File: src/rtl/lookup_seq_pkg.sv
package lookup_seq_pkg;

  typedef enum logic [1:0] {
    RES_MISS  = 2'b00,
    RES_UPPER = 2'b01,
    RES_LOWER = 2'b10
  } resCode_e;

  // Per-cycle commands from the controller to the datapath.
  typedef struct packed {
    logic upStart;    // launch an upper-level probe with reqAddr
    logic loStart;    // launch a lower-level probe
    logic loFromReq;  // lower probe uses reqAddr rather than the held address
    logic latchReq;   // capture reqAddr for a later serial lower probe
    logic loFlush;    // drop any lower probe still in flight
  } strobes_t;

endpackage

File: src/rtl/lookup_seq_tags.sv
module lookup_seq_tags #(
  parameter int AW   = 12,
  parameter int SETS = 8,
  parameter int LAT  = 2
) (
  input  logic          clk,
  input  logic          rstN,
  input  logic          instValid,
  input  logic [AW-1:0] instAddr,
  input  logic          lookValid,
  input  logic [AW-1:0] lookAddr,
  input  logic          flush,
  output logic          doneValid,
  output logic          doneHit
);

  localparam int IW = $clog2(SETS);
  localparam int TW = AW - IW;

  logic [SETS-1:0] entValid;
  logic [TW-1:0]   entTag [SETS];

  logic [IW-1:0] instIdx, lookIdx;
  logic [TW-1:0] instTag, lookTag;
  logic          lookHit;

  assign instIdx = instAddr[IW-1:0];
  assign instTag = instAddr[AW-1:IW];
  assign lookIdx = lookAddr[IW-1:0];
  assign lookTag = lookAddr[AW-1:IW];
  assign lookHit = entValid[lookIdx] && (entTag[lookIdx] == lookTag);

  always_ff @(posedge clk) begin
    if (!rstN) entValid <= '0;
    else if (instValid) entValid[instIdx] <= 1'b1;
  end

  always_ff @(posedge clk) begin
    if (instValid) entTag[instIdx] <= instTag;
  end

  // Fixed-depth probe pipeline: the hit is decided at launch, delivered LAT edges later.
  logic [LAT-1:0] pipeValid, pipeHit;

  always_ff @(posedge clk) begin
    if (!rstN) begin
      pipeValid <= '0;
      pipeHit   <= '0;
    end else begin
      pipeValid[0] <= lookValid;
      pipeHit[0]   <= lookHit;
      for (int i = 1; i < LAT; i++) begin
        pipeValid[i] <= pipeValid[i-1] && !flush;
        pipeHit[i]   <= pipeHit[i-1];
      end
    end
  end

  assign doneValid = pipeValid[LAT-1];
  assign doneHit   = pipeHit[LAT-1];

endmodule

File: src/rtl/lookup_seq_datapath.sv
module lookup_seq_datapath
  import lookup_seq_pkg::*;
#(
  parameter int AW      = 12,
  parameter int UP_SETS = 8,
  parameter int LO_SETS = 32,
  parameter int UP_LAT  = 2,
  parameter int LO_LAT  = 4,
  parameter int CNT_W   = 16
) (
  input  logic             clk,
  input  logic             rstN,
  input  strobes_t         strobes,
  input  logic [AW-1:0]    reqAddr,
  input  logic             instValid,
  input  logic             instLower,
  input  logic [AW-1:0]    instAddr,
  output logic             upDone,
  output logic             upHit,
  output logic             loDone,
  output logic             loHit,
  output logic [CNT_W-1:0] lowerLookups
);

  logic [AW-1:0] heldAddr;
  logic [AW-1:0] loAddr;

  always_ff @(posedge clk) begin
    if (!rstN) heldAddr <= '0;
    else if (strobes.latchReq) heldAddr <= reqAddr;
  end

  assign loAddr = strobes.loFromReq ? reqAddr : heldAddr;

  lookup_seq_tags #(.AW(AW), .SETS(UP_SETS), .LAT(UP_LAT)) u_upper (
    .clk       (clk),
    .rstN      (rstN),
    .instValid (instValid && !instLower),
    .instAddr  (instAddr),
    .lookValid (strobes.upStart),
    .lookAddr  (reqAddr),
    .flush     (1'b0),
    .doneValid (upDone),
    .doneHit   (upHit)
  );

  lookup_seq_tags #(.AW(AW), .SETS(LO_SETS), .LAT(LO_LAT)) u_lower (
    .clk       (clk),
    .rstN      (rstN),
    .instValid (instValid && instLower),
    .instAddr  (instAddr),
    .lookValid (strobes.loStart),
    .lookAddr  (loAddr),
    .flush     (strobes.loFlush),
    .doneValid (loDone),
    .doneHit   (loHit)
  );

  always_ff @(posedge clk) begin
    if (!rstN) lowerLookups <= '0;
    else if (strobes.loStart) lowerLookups <= lowerLookups + 1'b1;
  end

endmodule

File: src/rtl/lookup_seq_ctrl.sv
module lookup_seq_ctrl
  import lookup_seq_pkg::*;
#(
  parameter int UP_LAT = 2,
  parameter int LO_LAT = 4,
  parameter int LAT_W  = 3
) (
  input  logic             clk,
  input  logic             rstN,
  input  logic             reqValid,
  input  logic             reqParallel,
  output logic             reqReady,
  input  logic             upDone,
  input  logic             upHit,
  input  logic             loDone,
  input  logic             loHit,
  output strobes_t         strobes,
  output logic             resValid,
  output logic [1:0]       resCode,
  output logic [LAT_W-1:0] resLatency
);

  typedef enum logic [1:0] {S_IDLE, S_WAIT_UP, S_WAIT_LO} state_e;

  state_e           state;
  logic             modeHeld;
  logic [LAT_W-1:0] cyc;
  resCode_e         codeReg;
  logic             accept;

  assign reqReady = (state == S_IDLE);
  assign accept   = reqValid && reqReady;
  assign resCode  = codeReg;

  always_comb begin
    strobes = '0;
    unique case (state)
      S_IDLE: begin
        if (accept) begin
          strobes.upStart  = 1'b1;
          strobes.latchReq = 1'b1;
          if (reqParallel) begin
            strobes.loStart   = 1'b1;
            strobes.loFromReq = 1'b1;
          end
        end
      end
      S_WAIT_UP: begin
        if (upDone) begin
          if (upHit) strobes.loFlush = modeHeld;
          else if (!modeHeld) strobes.loStart = 1'b1;
        end
      end
      default: ;
    endcase
  end

  always_ff @(posedge clk) begin
    if (!rstN) begin
      state      <= S_IDLE;
      modeHeld   <= 1'b0;
      cyc        <= '0;
      resValid   <= 1'b0;
      codeReg    <= RES_MISS;
      resLatency <= '0;
    end else begin
      resValid <= 1'b0;
      unique case (state)
        S_IDLE: begin
          if (accept) begin
            state    <= S_WAIT_UP;
            modeHeld <= reqParallel;
            cyc      <= LAT_W'(1);
          end
        end
        S_WAIT_UP: begin
          cyc <= cyc + 1'b1;
          if (upDone) begin
            if (upHit) begin
              resValid   <= 1'b1;
              codeReg    <= RES_UPPER;
              resLatency <= cyc;
              state      <= S_IDLE;
            end else begin
              state <= S_WAIT_LO;
            end
          end
        end
        S_WAIT_LO: begin
          cyc <= cyc + 1'b1;
          if (loDone) begin
            resValid   <= 1'b1;
            codeReg    <= loHit ? RES_LOWER : RES_MISS;
            resLatency <= cyc;
            state      <= S_IDLE;
          end
        end
        default: state <= S_IDLE;
      endcase
    end
  end

endmodule

File: src/rtl/lookup_seq.sv
module lookup_seq
  import lookup_seq_pkg::*;
#(
  parameter int AW      = 12,
  parameter int UP_SETS = 8,
  parameter int LO_SETS = 32,
  parameter int UP_LAT  = 2,
  parameter int LO_LAT  = 4,
  parameter int CNT_W   = 16
) (
  input  logic                                  clk,
  input  logic                                  rstN,
  input  logic                                  reqValid,
  output logic                                  reqReady,
  input  logic [AW-1:0]                         reqAddr,
  input  logic                                  reqParallel,
  input  logic                                  instValid,
  input  logic                                  instLower,
  input  logic [AW-1:0]                         instAddr,
  output logic                                  resValid,
  output logic [1:0]                            resCode,
  output logic [$clog2(UP_LAT+LO_LAT+2)-1:0]    resLatency,
  output logic [CNT_W-1:0]                      lowerLookups
);

  localparam int LAT_W = $clog2(UP_LAT + LO_LAT + 2);

  strobes_t strobes;
  logic     upDone, upHit, loDone, loHit;

  lookup_seq_ctrl #(.UP_LAT(UP_LAT), .LO_LAT(LO_LAT), .LAT_W(LAT_W)) u_ctrl (
    .clk         (clk),
    .rstN        (rstN),
    .reqValid    (reqValid),
    .reqParallel (reqParallel),
    .reqReady    (reqReady),
    .upDone      (upDone),
    .upHit       (upHit),
    .loDone      (loDone),
    .loHit       (loHit),
    .strobes     (strobes),
    .resValid    (resValid),
    .resCode     (resCode),
    .resLatency  (resLatency)
  );

  lookup_seq_datapath #(
    .AW(AW), .UP_SETS(UP_SETS), .LO_SETS(LO_SETS),
    .UP_LAT(UP_LAT), .LO_LAT(LO_LAT), .CNT_W(CNT_W)
  ) u_dp (
    .clk          (clk),
    .rstN         (rstN),
    .strobes      (strobes),
    .reqAddr      (reqAddr),
    .instValid    (instValid),
    .instLower    (instLower),
    .instAddr     (instAddr),
    .upDone       (upDone),
    .upHit        (upHit),
    .loDone       (loDone),
    .loHit        (loHit),
    .lowerLookups (lowerLookups)
  );

endmodule

File: config.mk
export PLATFORM = sky130hd
export DESIGN_NAME = lookup_seq
export DESIGN_NICKNAME = d
export VERILOG_FILES = /design/src/rtl/lookup_seq_pkg.sv /design/src/rtl/lookup_seq_tags.sv /design/src/rtl/lookup_seq_datapath.sv /design/src/rtl/lookup_seq_ctrl.sv /design/src/rtl/lookup_seq.sv
export SDC_FILE = /design/constraint.sdc
export NUM_CORES = 1
export LEC_CHECK = 0
export ABC_AREA = 1
export BUFFER_PORTS_ARGS = -buffer_cell sky130_fd_sc_hd__buf_2
export CAP_MARGIN = 5
export CORE_MARGIN = 2
export CORE_UTILIZATION = 50
export CTS_CLUSTER_DIAMETER = 30
export CTS_CLUSTER_SIZE = 12
export DETAILED_ROUTE_END_ITERATION = 10
export HOLD_SLACK_MARGIN = 0.08
export PLACE_DENSITY = 0.63
export SLEW_MARGIN = 20
export SYNTH_ARGS = -nofsm -noshare
export SYNTH_HDL_FRONTEND = slang
export SYNTH_HIERARCHICAL = 1
export SYNTH_SLANG_ARGS = --single-unit
File: constraint.sdc
create_clock -name clk -period 5.6 [get_ports clk]
set_input_delay 0.56 -clock clk [delete_from_list [all_inputs] [get_ports clk]]
set_output_delay 0.56 -clock clk [all_outputs]
set_load 0.005 [all_outputs]
==> flow_metrics.py <==
metrics = {
    "power_and_ir_drop": {
        "powerDensity_nw_per_um2": 510,
        "p_leak_nw": 7.95,
        "ir_worst_vdd_v": 0.000314,
        "power_mw": 10.2,
    },
    "clock_tree": {
        "post-cts-setup-buffers": 0,
        "htreeDepth": 3,
        "clk_latency_ns": 0.60,
        "cts_buffer_depth": 3,
        "cts_sinks": 388,
        "cts_tree": "yes",
        "post_cts_resized": 0,
        "cts_hold_buf": 0,
        "clockRootBuffer": "clkbuf_16",
        "cts-buffers-inserted": 86,
        "path_clk_slew_ns": 0.04,
    },
    "global_route": {
        "grt_pass1_vias": 11700,
        "grt_max_degree": 117,
        "globalRouteOverflowTotal": 0,
        "grt_pass1_wl_um": 63300,
        "antenna_found_initial": 1,
        "grt_use_total_pct": 24.2,
    },
    "synthesis": {
        "yosysSeqAreaShare_pct": 65.0,
        "synth_top_area_share_pct": 53.8,
        "synth_nets": 1732,
        "synth_edf_count": 296,
        "synth_top_cell_by_area": "edfxtp_1",
        "yosys-top-cells-area": "edfxtp_1, nand2_1, dfxtp_1",
        "ys_ff_latch": 388,
        "ys.flop_type": "edfxtp_1",
        "synthCells": 1696,
        "syn_avg_cell_area_um2": 9.73,
        "netlist_area_um2": 16500,
        "synth_common_cells": "nand2_1, edfxtp_1, nand3_1",
        "synthArstFlopShare_pct": 0,
        "yosys_warnings": 6,
        "ys_types": 34,
        "yosysMostFrequentCell": "nand2_1",
    },
    "hold_path": {
        "worstHoldStart": "reqAddr[3]",
        "hp-class": "primary input to flip-flop",
        "hold-path-cell-count": 3,
        "holdPathEnd": "u_dp/heldAddr[3]$_SDFFE_PN0P_",
    },
    "critical_path": {
        "r2r_start": "u_ctrl/state[0]$_SDFFE_PN0P_",
        "rrSetupSlack_ns": 1.93,
        "crit_type": "flip-flop to flip-flop",
        "crit_chain": "inv_1 > ha_1 > nand2_1 > nor2_2 > buf_4 > nand2_1 > o21ai_4 > clkinv_2 > buf_12 > nand2_1 > nand3_1 > nand3_1 > nand2_1 > nand2_1 > nand3_1 > nand2_1 > nand2_1 > nand2_1 > nor2_1 > nand2_1 > nor2_1",
        "cp-end-kind": "flip-flop",
        "slowest_stage": "nor2_2",
        "cpPeakStageDelay_ns": 0.38,
        "r2r_end": "u_dp/u_lower/pipeHit[0]$_SDFF_PN0_",
        "cp_num_buf_inv": 4,
        "cp.arrival_ns": 4.16,
        "cpMostUsedCell": "nand2_1",
        "required_ns": 6.09,
        "worstPathMaxFanout": 116,
        "start_kind": "flip-flop",
        "crit_family": "simple AND/OR/NAND/NOR gates",
        "r2r_cells": 21,
    },
    "final_layout": {
        "diodes": 0,
        "syn2layout_area_growth_pct": 21.6,
        "stdcell_count": 2285,
        "fin_util_pct": 61.7,
        "nets": 1806,
        "drive_above_1_share_pct": 12.8,
    },
    "placed_design": {
        "post-dp-hpwl_um": 23300,
        "place_ws_ns": 2.03,
        "gp_congestion": 0.852,
        "io_buffers": 52,
        "dp_cells": 2124,
    },
    "die": {
        "fp.dieW_um": 186,
        "start_util_pct": 50.7,
        "core_area_um2": 32500,
        "dieArea_um2": 34500,
        "ioPinCount": 53,
        "fp.dieH_um": 186,
        "rows": 66,
    },
    "sta": {
        "worstMarginPinSlew_ns": 1.12,
        "rsz0062_at_grt": "false",
        "period_minus_slack_ns": 3.67,
        "final.setup.worst_slack_ns": 1.93,
        "skew_ns": 0.0164,
        "setup_violations": 0,
        "slew_headroom_pct": 24.7,
        "hold_viol_final": 0,
        "timing.final.crit_share_pct": 65.5,
        "max_freq_ghz": 0.273,
        "final_max_slew_viol_count": 0,
        "fin_tns_setup_ns": 0,
    },
    "route": {
        "drcViolationCount": 0,
        "firstDrtPassIters": 5,
        "drtAntennaViolNets": 0,
        "viasPerCell": 5.33,
        "wirelength_um": 40800,
        "drtIter0Drc": 1038,
        "post_drt_wl_per_cell_um": 17.9,
        "vias": 12200,
    },
    "run_status": {
        "outcome": "finished clean",
    },
    "run": {
        "drv_cap": 0,
    },
}
==> cell families after synthesis <==
| kind of cell | synth area share, % |
|---|---|
| fa+ha+maj | 0.455 |
| other cells | 0.0227 |
| flops | 65.0 |
| simple gates | 25.6 |
| buf+inv | 5.88 |
| compound gates | 2.88 |
| xor+xnor | 0.106 |
==> cells in the final DEF, fill, tap and decap left out, drive strengths merged <==
cell type    n
bufinv      19
nor2       217
o21bai       2
nor3        13
clkinvlp     5
a21o         1
edfxtp     296
nand3      258
o21ai       50
a21oi       33
nand2      510
inv        122
a211oi       2
clkinv      32
xnor2        1
conb         1
buf         66
nand3b      12
or2          1
o211ai       1
xor2         1
clkbuf     102
ha           6
dfxtp       92
==> tightest hold or removal path, cell delays in order <==
cell and delay [ns]:
buf_2 0.11, o21ai_0 0.08, a21oi_1 0.10
==> registers in the layout, indices dropped and copies added (netlist names) <==
signal and cells:
u_dp/u_lower/pipeHit 4, u_dp/u_upper/pipeHit 2, u_dp/heldAddr 12, u_ctrl/resLatency 3, u_dp/u_lower/pipeValid 4, u_ctrl/state 2
u_ctrl/cyc 3, u_dp/lowerLookups 16, u_ctrl/resValid 1, u_ctrl/modeHeld 1, u_ctrl/resCode 2, u_dp/u_upper/pipeValid 2
u_dp/u_lower/entTag 224, u_dp/u_upper/entTag 72, u_dp/u_lower/entValid 32, u_dp/u_upper/entValid 8
==> cell type report <==
| cell class | instances | area (um2) |
|---|---|---|
| sequential | 388 | 10700 |
| clock buffer | 102 | 2260 |
| fill | 2744 | 12500 |
| timing repair buffer | 66 | 378 |
| inverter | 119 | 453 |
| multi-input combinational | 1109 | 4830 |
| clock inverter | 59 | 858 |
| tap | 442 | 553 |
==> power breakdown <==
group / total, mW / internal (mW) / switching, mW
logic: 1.67 / 0.479 / 1.20
clock network: 5.35 / 3.76 / 1.59
registers: 3.22 / 3.19 / 0.0301
total: 10.2 / 7.42 / 2.81
==> worst max path at each step <==
stage	start	end	slack (ns)	cells after the start
floorplan	u_ctrl/state[0]$_SDFFE_PN0P_	u_dp/u_lower/pipeHit[0]$_SDFF_PN0_	2.99	22
global placement	reqValid	u_dp/u_lower/pipeHit[0]$_SDFF_PN0_	2.10	18
detailed placement	u_ctrl/state[0]$_SDFFE_PN0P_	u_dp/u_lower/pipeHit[0]$_SDFF_PN0_	2.03	18
CTS	u_ctrl/state[0]$_SDFFE_PN0P_	u_dp/u_lower/pipeHit[0]$_SDFF_PN0_	2.02	18
global route	u_ctrl/state[0]$_SDFFE_PN0P_	u_dp/u_lower/pipeHit[0]$_SDFF_PN0_	1.57	19
finish	u_ctrl/state[0]$_SDFFE_PN0P_	u_dp/u_lower/pipeHit[0]$_SDFF_PN0_	1.93	21
==> layer usage <==
metal	vias up	global-route usage (%)	share of wire [%]
met5	-	0	0
met4	0	9.39	2.3
met3	85	5.32	7.1
met2	419	38.8	47
met1	5844	32.3	43
li1	5821	-	-
==> through the flow <==
step                instance area (um2)  hold slack [ns]
finish                            20100            0.310
global route                      20100            0.332
CTS                               20100            0.288
detailed placement                16900            0.403
global placement                  16900            0.394
floorplan                         16500            0.390
Power figures use the tool's default switching activity.
